## config.mk

```make
export PLATFORM = sky130hd
export DESIGN_NAME = irq_mask_router
export DESIGN_NICKNAME = d
export VERILOG_FILES = /design/src/rtl/irq_router_pkg.sv /design/src/rtl/irq_raw_capture.sv /design/src/rtl/irq_mask_bank.sv /design/src/rtl/irq_csr_read.sv /design/src/rtl/irq_mask_router.sv
export SDC_FILE = /design/constraint.sdc
export NUM_CORES = 1
export LEC_CHECK = 0
export ABC_AREA = 1
export CAP_MARGIN = 10
export CORE_MARGIN = 2
export CORE_UTILIZATION = 64
export CTS_CLUSTER_DIAMETER = 120
export DETAILED_ROUTE_END_ITERATION = 12
export DONT_BUFFER_PORTS = 1
export GPL_TIMING_DRIVEN = 0
export PLACE_DENSITY = 0.8
export SLEW_MARGIN = 20
export SYNTH_ARGS = -nofsm -noshare
export SYNTH_HDL_FRONTEND = slang
export SYNTH_SLANG_ARGS = --single-unit
```

## constraint.sdc

```tcl
create_clock -name clk -period 3.5 [get_ports clk]
set_clock_uncertainty 0.05 [all_clocks]
set_input_delay 0.7 -clock clk [delete_from_list [all_inputs] [get_ports clk]]
set_output_delay 0.7 -clock clk [all_outputs]
set_load 0.02 [all_outputs]
```

## src/rtl/irq_router_pkg.sv

```systemverilog
package irq_router_pkg;

    localparam int OFF_W = 12;
    localparam logic [OFF_W-1:0] RAW_OFF = 12'h300;

    typedef enum logic [1:0] {
        SEL_NONE = 2'd0,
        SEL_MASK = 2'd1,
        SEL_VIEW = 2'd2,
        SEL_RAW  = 2'd3
    } sel_e;

    typedef struct packed {
        sel_e       sel;
        logic [1:0] cpu;
    } dec_t;

    // Mask offset of a CPU: two CPUs per 0x400-spaced group, 0x40 apart.
    function automatic logic [OFF_W-1:0] mask_off(input int c);
        logic [OFF_W-1:0] grp;
        logic [OFF_W-1:0] idx;
        grp = (c < 2) ? 12'h200 : 12'h600;
        idx = OFF_W'((c % 2) * 64);
        return grp + idx;
    endfunction

    function automatic logic [OFF_W-1:0] view_off(input int c);
        return mask_off(c) + 12'h080;
    endfunction

    function automatic dec_t decode(input logic [OFF_W-1:0] a, input int ncpu);
        dec_t r;
        r.sel = SEL_NONE;
        r.cpu = 2'd0;
        if (a == RAW_OFF) begin
            r.sel = SEL_RAW;
        end
        for (int c = 0; c < 4; c++) begin
            if (c < ncpu) begin
                if (a == mask_off(c)) begin
                    r.sel = SEL_MASK;
                    r.cpu = 2'(c);
                end
                if (a == view_off(c)) begin
                    r.sel = SEL_VIEW;
                    r.cpu = 2'(c);
                end
            end
        end
        return r;
    endfunction

endpackage

```

## src/rtl/irq_raw_capture.sv

```systemverilog
module irq_raw_capture #(
    parameter int NUM_LINES  = 64,
    parameter int LEGACY_BIT = 55
) (
    input  logic                 clk,
    input  logic                 rst_n,
    input  logic [NUM_LINES-1:0] dev_irq,
    input  logic                 legacy_irq,
    output logic [NUM_LINES-1:0] raw_d,
    output logic [NUM_LINES-1:0] raw_q
);

    typedef struct packed {
        logic [NUM_LINES-1:0] raw;
    } state_t;

    state_t st_d;
    state_t st_q;

    always_comb begin
        st_d.raw = dev_irq;
        st_d.raw[LEGACY_BIT] = dev_irq[LEGACY_BIT] | legacy_irq;
    end

    always_ff @(posedge clk) begin
        if (!rst_n) begin
            st_q <= '0;
        end else begin
            st_q <= st_d;
        end
    end

    assign raw_d = st_d.raw;
    assign raw_q = st_q.raw;

endmodule

```

## src/rtl/irq_mask_bank.sv

```systemverilog
module irq_mask_bank #(
    parameter int NUM_CPUS = 4,
    parameter int DATA_W   = 64
) (
    input  logic                             clk,
    input  logic                             rst_n,
    input  logic [NUM_CPUS-1:0]              wr_sel,
    input  logic [DATA_W-1:0]                wdata,
    output logic [NUM_CPUS-1:0][DATA_W-1:0]  mask_d,
    output logic [NUM_CPUS-1:0][DATA_W-1:0]  mask_q
);

    genvar g;
    generate
        for (g = 0; g < NUM_CPUS; g++) begin : g_cpu
            logic [DATA_W-1:0] m_d;
            logic [DATA_W-1:0] m_q;

            always_comb begin
                m_d = m_q;
                if (wr_sel[g]) begin
                    m_d = wdata;
                end
            end

            always_ff @(posedge clk) begin
                if (!rst_n) begin
                    m_q <= '0;
                end else begin
                    m_q <= m_d;
                end
            end

            assign mask_d[g] = m_d;
            assign mask_q[g] = m_q;
        end
    endgenerate

endmodule

```

## src/rtl/irq_csr_read.sv

```systemverilog
module irq_csr_read
    import irq_router_pkg::*;
#(
    parameter int NUM_CPUS  = 4,
    parameter int DATA_W    = 64,
    parameter int NUM_LINES = 64
) (
    input  logic                            clk,
    input  logic                            rst_n,
    input  logic                            rd,
    input  logic                            wr,
    input  dec_t                            dec,
    input  logic [NUM_CPUS-1:0][DATA_W-1:0] mask_q,
    input  logic [NUM_LINES-1:0]            raw_q,
    output logic [DATA_W-1:0]               rdata,
    output logic                            err
);

    typedef struct packed {
        logic [DATA_W-1:0] rdata;
        logic              err;
    } state_t;

    state_t st_d;
    state_t st_q;
    logic [DATA_W-1:0] raw_w;
    logic [DATA_W-1:0] sel_mask;

    always_comb begin
        raw_w = '0;
        raw_w[NUM_LINES-1:0] = raw_q;
        sel_mask = '0;
        for (int c = 0; c < NUM_CPUS; c++) begin
            if (dec.cpu == 2'(c)) begin
                sel_mask = mask_q[c];
            end
        end

        st_d.rdata = st_q.rdata;
        st_d.err   = (rd | wr) && (dec.sel == SEL_NONE);
        if (rd) begin
            unique case (dec.sel)
                SEL_MASK: st_d.rdata = sel_mask;
                SEL_VIEW: st_d.rdata = sel_mask & raw_w;
                SEL_RAW:  st_d.rdata = raw_w;
                default:  st_d.rdata = '1;
            endcase
        end
    end

    always_ff @(posedge clk) begin
        if (!rst_n) begin
            st_q <= '0;
        end else begin
            st_q <= st_d;
        end
    end

    assign rdata = st_q.rdata;
    assign err   = st_q.err;

endmodule

```

## src/rtl/irq_mask_router.sv

```systemverilog
module irq_mask_router
    import irq_router_pkg::*;
#(
    parameter int NUM_LINES  = 64,
    parameter int NUM_CPUS   = 4,
    parameter int DATA_W     = 64,
    parameter int LEGACY_BIT = 55
) (
    input  logic                 clk,
    input  logic                 rst_n,
    input  logic [NUM_LINES-1:0] dev_irq,
    input  logic                 legacy_irq,
    input  logic [11:0]          csr_addr,
    input  logic                 csr_wr,
    input  logic                 csr_rd,
    input  logic [DATA_W-1:0]    csr_wdata,
    output logic [DATA_W-1:0]    csr_rdata,
    output logic                 csr_err,
    output logic [NUM_CPUS-1:0]  cpu_irq
);

    dec_t                            dec;
    logic [NUM_CPUS-1:0]             wr_sel;
    logic [NUM_LINES-1:0]            raw_d;
    logic [NUM_LINES-1:0]            raw_q;
    logic [NUM_CPUS-1:0][DATA_W-1:0] mask_d;
    logic [NUM_CPUS-1:0][DATA_W-1:0] mask_q;

    typedef struct packed {
        logic [NUM_CPUS-1:0] irq;
    } state_t;

    state_t st_d;
    state_t st_q;

    always_comb begin
        dec = decode(csr_addr, NUM_CPUS);
        wr_sel = '0;
        for (int c = 0; c < NUM_CPUS; c++) begin
            wr_sel[c] = csr_wr && (dec.sel == SEL_MASK) && (dec.cpu == 2'(c));
        end
    end

    irq_raw_capture #(
        .NUM_LINES (NUM_LINES),
        .LEGACY_BIT(LEGACY_BIT)
    ) u_raw (
        .clk       (clk),
        .rst_n     (rst_n),
        .dev_irq   (dev_irq),
        .legacy_irq(legacy_irq),
        .raw_d     (raw_d),
        .raw_q     (raw_q)
    );

    irq_mask_bank #(
        .NUM_CPUS(NUM_CPUS),
        .DATA_W  (DATA_W)
    ) u_mask (
        .clk   (clk),
        .rst_n (rst_n),
        .wr_sel(wr_sel),
        .wdata (csr_wdata),
        .mask_d(mask_d),
        .mask_q(mask_q)
    );

    irq_csr_read #(
        .NUM_CPUS (NUM_CPUS),
        .DATA_W   (DATA_W),
        .NUM_LINES(NUM_LINES)
    ) u_read (
        .clk   (clk),
        .rst_n (rst_n),
        .rd    (csr_rd),
        .wr    (csr_wr),
        .dec   (dec),
        .mask_q(mask_q),
        .raw_q (raw_q),
        .rdata (csr_rdata),
        .err   (csr_err)
    );

    // Interrupt lines follow the next-state mask and raw values, so they
    // land on the same edge as the register update they reflect.
    always_comb begin
        for (int c = 0; c < NUM_CPUS; c++) begin
            st_d.irq[c] = |(mask_d[c][NUM_LINES-1:0] & raw_d);
        end
    end

    always_ff @(posedge clk) begin
        if (!rst_n) begin
            st_q <= '0;
        end else begin
            st_q <= st_d;
        end
    end

    assign cpu_irq = st_q.irq;

endmodule

```

Yosys cells after proc, flatten, opt, wreduce, memory -nomap -nowiden

Index checks and enable logic that the tools add are counted.
Widths: inputs -> output; s select.

Input port bits: 145
Register bits: 389
Word-level logic and storage cells: 60

Reduce and logical (&&, ||, !) cells: 12
Mux-type cells: 18
Bitwise logic cells: 7
Equality and inequality tests: 15

Operator list:

| operator             | number |
|---|---|
| $mux 64              | 8 |
| $and 64x64->64       | 5 |
| $reduce_or 64->1     | 4 |
| $pmux 64 s3          | 1 |
| $eq 12x10->1 const B | 5 |
| $eq 12x11->1 const B | 4 |
| $mux 4               | 8 |
| $eq 2x2->1 const B   | 4 |
| $logic_and 1x1->1    | 6 |
| $eq 2x1->1 const B   | 2 |
| $logic_not 2->1      | 2 |
| $mux 2               | 1 |
| $or 1x1->1           | 2 |

Logic depth before layout (Yosys ltp)

Gate-level depths: netlist of run 1.

Depth in word-level cells: 17
Mapped depth: 19
Mapped depth without buffers: 19

Modules after synthesis

From an unflattened synthesis of run 1, not the netlist that was laid out.

Cells, all modules: 3696
Area, all modules: 21725.8 µm²

Modules (own cells, without submodules):

| module          | cells an instance | area each (µm²) | sequential area each (µm²) | times used |
|---|---|---|---|---|
| irq_mask_bank   | 1941              | 12096.6         | 5124.9                     | 1 |
| irq_csr_read    | 988               | 5133.7          | 1301.2                     | 1 |
| irq_raw_capture | 264               | 2321.0          | 1281.2                     | 1 |
| irq_mask_router | 503               | 2174.6          | 80.1                       | 1 |

Least setup slack after synthesis of run 1

OpenSTA, ideal clock, no wires.

Path kind: input to register
From: in csr_addr[1]
To: reg st_q, in the netlist cpu_irq[1]
Cell stages on the path: 17
Buffers on the path: 1
Setup slack: 0.881 ns
Library setup time: 0.128 ns
Arrival: 2.441 ns
Cells stage by stage: nor2_1 > nand2_1 > nor2_1 > nand2_1 > nand3_1 > nor2_4 > nand4_1 > clkbuf_1 > nand2_1 > nand3_1 > nand2_1 > nor2_1 > nand2_1 > nor2_1 > nand2_1 > nor2_1 > nor2_1

Longest elaborated chain between the ends: 16
Elaborated cells between the ends (all ways): 25
Those cells by class: 11 x eq/ne; 10 x mux; 1 x bitwise; 3 x reduce/logical

RTL lines:

| what                   | line                  | text |
|---|---|---|
| start: declaration     | irq_mask_router.sv:13 | `input logic [11:0] csr_addr,` |
| $eq 12x10->1           | irq_router_pkg.sv:35  | `if (a == RAW_OFF) begin` |
| $mux 2                 | irq_router_pkg.sv:35  |  |
| $mux 4                 | irq_router_pkg.sv:40  | `if (a == mask_off(c)) begin` |
| $mux 4                 | irq_router_pkg.sv:44  | `if (a == view_off(c)) begin` |
| $mux 4                 | irq_router_pkg.sv:40  |  |
| $mux 4                 | irq_router_pkg.sv:44  |  |
| $mux 4                 | irq_router_pkg.sv:40  |  |
| $mux 4                 | irq_router_pkg.sv:44  |  |
| $mux 4                 | irq_router_pkg.sv:40  |  |
| $mux 4 *               | irq_router_pkg.sv:44  |  |
| $eq 2x1->1             | irq_mask_router.sv:40 | `wr_sel[c] = csr_wr && (dec.sel == SEL_MASK) && (dec.cpu == 2'(c));` |
| $logic_and 1x1->1      | irq_mask_router.sv:40 |  |
| $logic_and 1x1->1 *    | irq_mask_router.sv:40 |  |
| $mux 64 *              | irq_mask_bank.sv:21   | `if (wr_sel[g]) begin` |
| $and 64x64->64 *       | irq_mask_router.sv:88 | `st_d.irq[c] = \|(mask_d[c][NUM_LINES-1:0] & raw_d);` |
| $reduce_or 64->1 *     | irq_mask_router.sv:88 |  |
| end signal: assignment | irq_mask_router.sv:96 | `st_q <= st_d;` |
| end: declaration       | irq_mask_router.sv:34 | `state_t st_q;` |

Every way passes the cells marked *; elsewhere a longest branch is shown, timed or not.
A chain may end at the register's enable or synchronous reset.

Worst setup path after layout of run 1

From: in csr_addr[1]
To: reg st_q, in the netlist cpu_irq[3]

Same word-level chain as after synthesis.

==> results of run 1 <==
## metrics by stage
stage | power (mW) | setup slack, ns | hold WS, ns
after floorplan | 4.92 | 0.881 | 0.412
after global placement | 5.04 | -0.617 | 0.431
after detailed placement | 5.05 | -0.611 | 0.462
after CTS | 9.26 | 0.000508 | 0.190
after global routing | 9.51 | 0.0612 | 0.187
final | 9.35 | 0.108 | 0.172
## metal layers
| metal | vias to the layer above | track usage (%) | part of all wire [%] |
|---|---|---|---|
| met5 | - | 0.481 | 0.023 |
| met4 | 2 | 39.4 | 9.5 |
| met3 | 532 | 17.3 | 16 |
| met2 | 1723 | 73.1 | 40 |
| met1 | 9554 | 60.4 | 35 |
| li1 | 9540 | - | - |
## cells in the final DEF (no fill, tap or decap), types with 6 or more instances in the layout
| cell type | n |
|---|---|
| sky130_fd_sc_hd__o21ai_0 | 85 |
| sky130_fd_sc_hd__nor2_1 | 415 |
| sky130_fd_sc_hd__nand2_1 | 1112 |
| sky130_fd_sc_hd__clkbuf_8 | 7 |
| sky130_fd_sc_hd__o211ai_1 | 67 |
| sky130_fd_sc_hd__clkbuf_4 | 6 |
| sky130_fd_sc_hd__buf_2 | 31 |
| sky130_fd_sc_hd__nor2_2 | 8 |
| sky130_fd_sc_hd__dfxtp_1 | 389 |
| sky130_fd_sc_hd__buf_1 | 7 |
| sky130_fd_sc_hd__clkbuf_2 | 15 |
| sky130_fd_sc_hd__nand3_1 | 250 |
| sky130_fd_sc_hd__a211oi_1 | 8 |
| sky130_fd_sc_hd__a21oi_1 | 74 |
| sky130_fd_sc_hd__o221ai_1 | 61 |
| sky130_fd_sc_hd__clkinv_2 | 8 |
| sky130_fd_sc_hd__clkbuf_1 | 87 |
| sky130_fd_sc_hd__clkbuf_16 | 41 |
| sky130_fd_sc_hd__inv_1 | 394 |
| sky130_fd_sc_hd__inv_2 | 7 |
## sequential cells by signal (all words and copies together) (netlist names)
signal,flops
cpu_irq,4
u_mask.g_cpu.m_q,256
u_raw.raw_q,64
u_read.err,1
u_read.rdata,64
## area by class of cell
class / count / share of cell area (%)
tap: 390 / 2.34
timing repair buffer: 1 / 0.0540
clock buffer: 52 / 5.46
multi-input combinational: 2099 / 43.6
sequential: 389 / 37.4
inverter: 401 / 7.22
buffer: 146 / 3.12
clock inverter: 19 / 0.834
antenna: 1 / 0.0120
## worst paths after layout
kind	to	slack (ns)	cells past startpoint
worst max-delay path	cpu_irq[3]	0.11	18
worst min-delay path	u_raw.raw_q[6]	0.17	2
worst max register to register	cpu_irq[3]	1.63	10
worst min register to register	u_mask.g_cpu[0].m_q[55]	0.48	2
## cell families after synthesis
group	after synthesis	share of synthesized area (%)
AO/OA/AOI/OAI	304	10.3
buffers and inverters	547	11.2
flip-flops	389	41.0
AND/OR/NAND/NOR	1795	37.5
## report_power, final
group	switching (mW)	total, mW	internal, mW	leakage, nW
Clock	1.93	4.38	2.46	0.642
Sequential	0.105	4.62	4.52	3.17
Combinational	0.271	0.347	0.0766	6.40
Total	2.30	9.35	7.05	10.2
## repair_timing
action | 4_1_cts | 5_1_grt
endpoints found under the hold margin | 0 | 0
setup endpoints to repair | 2 | 4
resized for setup | 4 | 41
==> run summary, run 1 <==
The signal on the critical path passes through nor2_1 > nand2_1 > nor2_1 > nand2_2 > nand3_1 > nor2_4 > nand3_4 > nor2_2 > buf_2 > nand2_1 > nand3_1 > nand2_1 > nor2_1 > nand2_1 > nor2_2 > nand2_1 > nor2_1 > nor2_1. Summed over all layers, the routed wires come to 79.9 mm. The first-pass GRT wire length came out at 115 mm. The clock net sink count came out at 389.

The master of the slowest instance on the critical path was sky130_fd_sc_hd__buf_2. The tool flagged a number of max-cap violations equal to 0. The number of synthesized flops with an enable pin is 0. The final number of setup-violating endpoints was 0. Commonest register cell after synthesis: sky130_fd_sc_hd__dfxtp_1. The clock reaches the later pin of the worst-skew pair after 0.57 ns.

In this run the most critical hold path is launched from dev_irq[6]. The detailed router placed 21400 vias in this run. For this configuration, the core starts out at a cell density of 64.6%. The worst supply voltage drop on vdd was 0.000425 V. The area fraction of the dominant cell type after synthesis came out at 41.0%.

For this run, the post-layout net count is 3224. The worst-case clock buffer depth is 3. After synthesis, the cell types taking the most area are sky130_fd_sc_hd__dfxtp_1 41%, sky130_fd_sc_hd__nand2_1 22%, sky130_fd_sc_hd__nor2_1 8.2%. Buffers inserted to repair hold after CTS numbered 0.

Number of placed instances, taps included: 3426. The congestion estimate from routability-driven global placement came to 1.03. The H-tree was split into 2 levels. After synthesis the netlist holds a flip-flop and latch count of 389. For the standard cell area after detailed placement, the log shows 19500 um2. The clock transition at the registers of the reported paths is 0.06 ns, and the largest net degree at the start of global routing is 15. The total count of hold-check failures in the final report was 0; the number of iterations in the first detailed-routing pass was 8.

For this run, the number of Yosys warnings is 0. After floorplanning, the core was sized to cover 29400 um2. For the endpoint arrival time on the critical path, the log shows 3.72 ns. The signed area change from the synthesized netlist to the final layout works out to 9.78%. The final clock period utilization by the worst path came out at 96.9%.

TritonCTS built the clock tree. Measured against its own limit, the worst slew margin works out to 18.5%. For this run, the slowest stage of the critical path takes 0.47 ns. At the worst endpoint, the required time is 3.83 ns. The flow ran to the end, and the final reports show no timing, DRC or antenna violations. The worst setup path is captured at a flop. In the final layout, the share of cells above drive strength 1 is 4.76%. For the number of remaining DRC errors, the log shows 0. The logs give 31100 um2 for the die outline area and 20800 um2 for the design area.

For the summed negative setup slack over all endpoints, the log shows 0 ns. Cell class contributing the biggest share of worst-path delay: simple AND/OR/NAND/NOR gates. The cell accounting for the most synthesized area is sky130_fd_sc_hd__dfxtp_1. The commonest cells after synthesis are 1113 x sky130_fd_sc_hd__nand2_1, 417 x sky130_fd_sc_hd__nor2_1, 394 x sky130_fd_sc_hd__inv_1. The tools report the final max-slew violation count as 0. Fraction of registers with async set or reset after synthesis: 0%. After filler insertion, the fill cell instance count of the layout stands at 2637. Port buffering added 0 buffers. The chip height is 176 um, and the routed length per instance is 22.8 um. In this run the critical register-to-register path is launched from u_mask.g_cpu[3].m_q[19]. The power per standard cell area was 449 nW/um2.

The worst hold path belongs to the class in -> reg. The die extent in x is 176 um, and the fraction of the yosys area taken by sequential cells is 41.0%. The combined buffer and inverter count along the critical path is 1.

In the global route stage, overall resource usage came out at 50.2%. The worst setup path is launched from an input pin. Buffers inserted during clock tree synthesis total 41.

The multi-input combinational cells in the finished layout cover a total of 9090 um2. The logs give 295 MHz for the highest clock rate and 7790 um2 for the register cell area after layout. The largest fanout of any net on the critical path was 10; the number of standard-cell rows in the floorplan was 63. The sum of overflow across all layers after global routing was 0. For the initial DRC count, the log shows 3475. The number of nets in the synthesized netlist is 3180. Root buffer cell: sky130_fd_sc_hd__clkbuf_16. The most frequently used cell type in the post-synthesis netlist is sky130_fd_sc_hd__nand2_1.

The tools report the gate count of the mapped netlist as 3035. In this run the count of I/O pins placed on the die edge is 214. In the routed layout, each cell is associated on average with a via count of 6.10. The HPWL after detailed placement is 54.1 mm. Synthesis instantiated 30 different standard cells from the library. After synthesis the cells add up to 19000 um2. Cells fill 70.9% of the core in the end.

Number of global-route vias before repair: 19600. The critical path starts at csr_addr[1]. For the final non-filler cell total, the log shows 3498. The number of nets still failing antenna checks after routing was 0.

Setup repair after global routing left no endpoint under its margin. The average instance in the mapped netlist occupies 6.26 um2. At the pin with the least slew margin, the transition time is 1.22 ns. The number of setup buffers added after CTS is 0.

The critical path class is in -> reg. For the standby leakage power, the log shows 10.2 nW. The minimum clock period was 3.39 ns; the initial antenna violation count was 3.
Power figures use the tool's default switching activity.
==> inputs of run 2 (changes only) <==
- CORE_UTILIZATION: 64 -> 66
- CTS_BUF_LIST: not set -> sky130_fd_sc_hd__clkbuf_4 sky130_fd_sc_hd__clkbuf_8
- PLACE_DENSITY: 0.8 -> 0.82
- RECOVER_POWER: not set -> 100
- REMOVE_ABC_BUFFERS: not set -> 1
==> run 2 against run 1 <==
  * The flow now finishes with violations (design-rule violations, negative setup slack)
  * Sequential share of layout area decreased by 0.38 points
  * Cell area grew 1.0%
  * Register-to-register slack better by 0.31 ns
  * First-iteration DRC count shrank 30%
  * Non-clock buffer count shrank 112
  * Combinational power shrank 27%
  * Sequential power about the same
  * Die area fell by 3.0%
  * Critical path type unchanged
  * Critical endpoint is now cpu_irq[1]
==> run summary, run 2 (synthesis results as in run 1) <==
The largest fanout of any net on the critical path is 23 (+13). The number of flip-flops under the largest register name is 256 (unchanged), and the die extent in x is 174 um (-1.5%). In this run the critical register-to-register path is captured at cpu_irq[1].

The final clock period utilization by the worst path was 101% (+4.4 points). The run gives 0 (unchanged) as the max capacitance violation total. The clock transition at the registers of the reported paths is 0.07 ns (about the same). The final HPWL from detailed placement was 36.8 mm (-32%). The number of cells traversed by the worst hold path came out at 2 (unchanged). The minimum clock period came out at 3.55 ns (+0.153 ns).

The tools report the met3 global-route usage as 7.94% (-9.4 points). The run gives 48.9% (-11 points) as the met1 global-route usage. Setup repair after global routing could not meet its margin everywhere. The run gives 9.14 mW (-2.4%) as the total power consumption of the routed design.

The type of the most critical hold path is in -> reg. The run gives 60.1 mm (-25%) as the overall routed net length. The power per standard cell area works out to 434 nW/um2 (-3.3%). The critical path class is in -> reg.

The run gives 38.6% (+20 points) as the worst-case headroom to the max-slew limit. The worst setup path is captured at a flop. The floorplan core area is 28500 um2 (-2.9%). The tools report the startpoint of the worst setup timing path as csr_addr[5]. The overall track demand over capacity in global routing came out at 38.1% (-12 points). The highest clock rate was 282 MHz (-4.3%). The routed length per instance came out at 17.6 um (-23%). The tools report the number of global-route vias before repair as 18500 (-5.8%). The initial cell density of the core is 66.5% (+1.9 points), and the worst-case setup margin in the final layout is -0.0455 ns (-0.153 ns).

The worst supply voltage drop on vdd was 0.000417 V (-1.9%); the initial DRC count was 2449 (-30%). The tools report the root buffer cell as sky130_fd_sc_hd__clkbuf_8. The sum of overflow across all layers after global routing was 0 (unchanged); the met2 track demand over resource in global routing was 61.5% (-12 points).

The per-cell via count in the routed design was 5.71 (-6.4%); the number of placed instances, taps included was 3299 (-3.7%). The run gives 1.94 ns (+0.31 ns) as the worst setup slack for register-to-register paths. Global routing's busiest layer: met2.

The number of standard-cell rows in the floorplan was 62 (-1.6%). The number of top-level design ports was 214 (unchanged); the clock net sink count was 389 (unchanged). The worst-case clock buffer depth was 3 (unchanged); the transition time at the pin with the least slew margin was 0.921 ns (-0.301 ns).

The checks that failed: design-rule violations, negative setup slack. The clock latency at the later pin of the worst-skew pair was 0.62 ns (+0.05 ns). The first-pass GRT wire length was 92.9 mm (-19%). The tools report the worst min-delay path startpoint as dev_irq[51]. The chip height came out at 174 um (-1.5%). Share of layout cells above drive strength 1: 5.80% (+1.0 points).

The logs give -1.52 ns (-0.906 ns) for the worst-case setup slack after placement and 0 (unchanged) for the final max-slew violation count. The worst setup path is launched from an input pin. The logs give 19500 (-8.5%) for the vias after detailed routing and 0.122 ns (-0.0495 ns) for the post-route worst hold slack. Number of port buffers: 0 (unchanged).

The run finished, with violations left. The weighted congestion at the end of routability-driven global placement was 0.865 (-16%); the final non-filler cell total was 3419 (-2.3%). The die outline area is 30100 um2 (-3.0%). The final-stage net count is 3135 (-2.8%).

The tools report the number of iterations in the first detailed-routing pass as 11 (+3). The H-tree depth reported by CTS was 2 (unchanged). The endpoint arrival time on the critical path was 3.96 ns (+0.24 ns); the logic depth of the worst register-to-register path was 10 (unchanged). The final number of setup-violating endpoints came out at 1 (+1). The standby leakage power is 10.3 nW (+0.48%).

The library cell used most frequently in the layout, excluding fill and tap cells, is sky130_fd_sc_hd__nand2_1. For the summed negative setup slack over all endpoints, the log shows -0.0455 ns (-0.0455 ns). The number of remaining DRC errors is 1 (+1). The number of inserted filler cells in the final layout is 2350 (-11%). The tools report the hold path endpoint as u_raw.raw_q[51].

The area growth from synthesis to layout is 10.9%. The initial antenna violation count is 2 (-1), and the number of clock buffers inserted by TritonCTS is 61 (+49%). Leaving out fill and tap cells, the most frequent cells in the layout are 1111 x sky130_fd_sc_hd__nand2_1, 414 x sky130_fd_sc_hd__nor2_1, 390 x sky130_fd_sc_hd__inv_1.

For the number of nets still failing antenna checks after routing, the log shows 0 (unchanged). The register with the most flip-flops is u_mask.g_cpu.m_q. The startpoint identified for the worst register-to-register timing path is u_mask.g_cpu[1].m_q[12]. TritonCTS built the clock tree. Quantity of hold-fixing buffers added after cts: 0 (unchanged). For the data required time at the worst endpoint, the log shows 3.92 ns (+0.09 ns). The run gives 130 (+115) as the largest net degree at the start of global routing. Total count of hold-check failures in the final report: 0 (unchanged).
## run 2: cell types whose count changed in the layout (fill, tap and decap cells not counted), moves of 5 or more
cell                        before  now
sky130_fd_sc_hd__buf_4           2    7
sky130_fd_sc_hd__clkbuf_2       15    0
sky130_fd_sc_hd__buf_2          31    0
sky130_fd_sc_hd__clkbuf_4        6   15
sky130_fd_sc_hd__buf_12          0   12
sky130_fd_sc_hd__clkbuf_16      41    0
sky130_fd_sc_hd__buf_16          0   11
sky130_fd_sc_hd__nor2_4          1    8
sky130_fd_sc_hd__clkbuf_8        7   82
sky130_fd_sc_hd__buf_1           7    0
sky130_fd_sc_hd__clkbuf_1       87    0
sky130_fd_sc_hd__nor2_2          8    3
## run 2: worst max-delay path, stage by stage
cell and delay, ns:
sky130_fd_sc_hd__nor2_1 0.13, sky130_fd_sc_hd__nand2_1 0.09, sky130_fd_sc_hd__nor3_2 0.35, sky130_fd_sc_hd__nand2_1 0.22
sky130_fd_sc_hd__nand2_8 0.24, sky130_fd_sc_hd__buf_12 0.25, sky130_fd_sc_hd__inv_6 0.12, sky130_fd_sc_hd__buf_16 0.21
sky130_fd_sc_hd__nor2_4 0.16, sky130_fd_sc_hd__buf_12 0.22, sky130_fd_sc_hd__buf_16 0.20, sky130_fd_sc_hd__nand2_1 0.08
sky130_fd_sc_hd__nand3_1 0.10, sky130_fd_sc_hd__nand2_1 0.08, sky130_fd_sc_hd__nor2_1 0.13, sky130_fd_sc_hd__nand2_1 0.07
sky130_fd_sc_hd__nor2_1 0.21, sky130_fd_sc_hd__nand2_1 0.15, sky130_fd_sc_hd__nor2_1 0.11, sky130_fd_sc_hd__nor2_1 0.07
## run 2: how the worst max path moves through the flow
stage	end	slack, ns	cells past startpoint
2_1_floorplan	cpu_irq[0]	-2.20	17
3_3_place_gp	cpu_irq[0]	-8.15	17
3_5_place_dp	cpu_irq[0]	-1.52	20
4_1_cts	cpu_irq[0]	0.05	21
5_1_grt	cpu_irq[1]	-0.12	20
6_report	cpu_irq[1]	-0.05	20
## run 2: cell type report
| class | count | area [um2] | share of cell area, % |
|---|---|---|---|
| Tap cell | 384 | 480 | 2.28 |
| Clock buffer | 97 | 1240 | 5.89 |
| Inverter | 401 | 1530 | 7.27 |
| Timing Repair Buffer | 35 | 652 | 3.10 |
| Antenna cell | 2 | 5.00 | 0.0238 |
| Sequential cell | 389 | 7790 | 37.0 |
| Clock inverter | 9 | 120 | 0.570 |
| Multi-Input combinational cell | 2102 | 9240 | 43.9 |
## run 2: metrics by stage
step	utilization [%]	instance area, um2
after floorplan	-	18400
after global placement	66.0	18900
after detailed placement	68.3	19500
after CTS	73.3	20900
after global routing	73.8	21100
final	73.8	21100
## run 2: power by group
part / total (mW) / internal (mW) / switching (mW)
Combinational: 0.254 / 0.0707 / 0.183
Sequential: 4.63 / 4.52 / 0.106
Clock: 4.26 / 2.45 / 1.81
Total: 9.14 / 7.04 / 2.10
## run 2: routing by layer
layer | vias up | part of all wire (%)
li1 | 9366 | -
met1 | 8766 | 38
met2 | 1175 | 45
met3 | 231 | 12
met4 | 0 | 4.8
met5 | - | 0
## run 2: what timing repair did
action / 4_1_cts / 5_1_grt
buffers inserted: 5 / 4
cloned: 1 / 2
pin swaps: 5 / 6
gates resized for setup: 6 / 10
setup endpoints to repair: 43 / 3
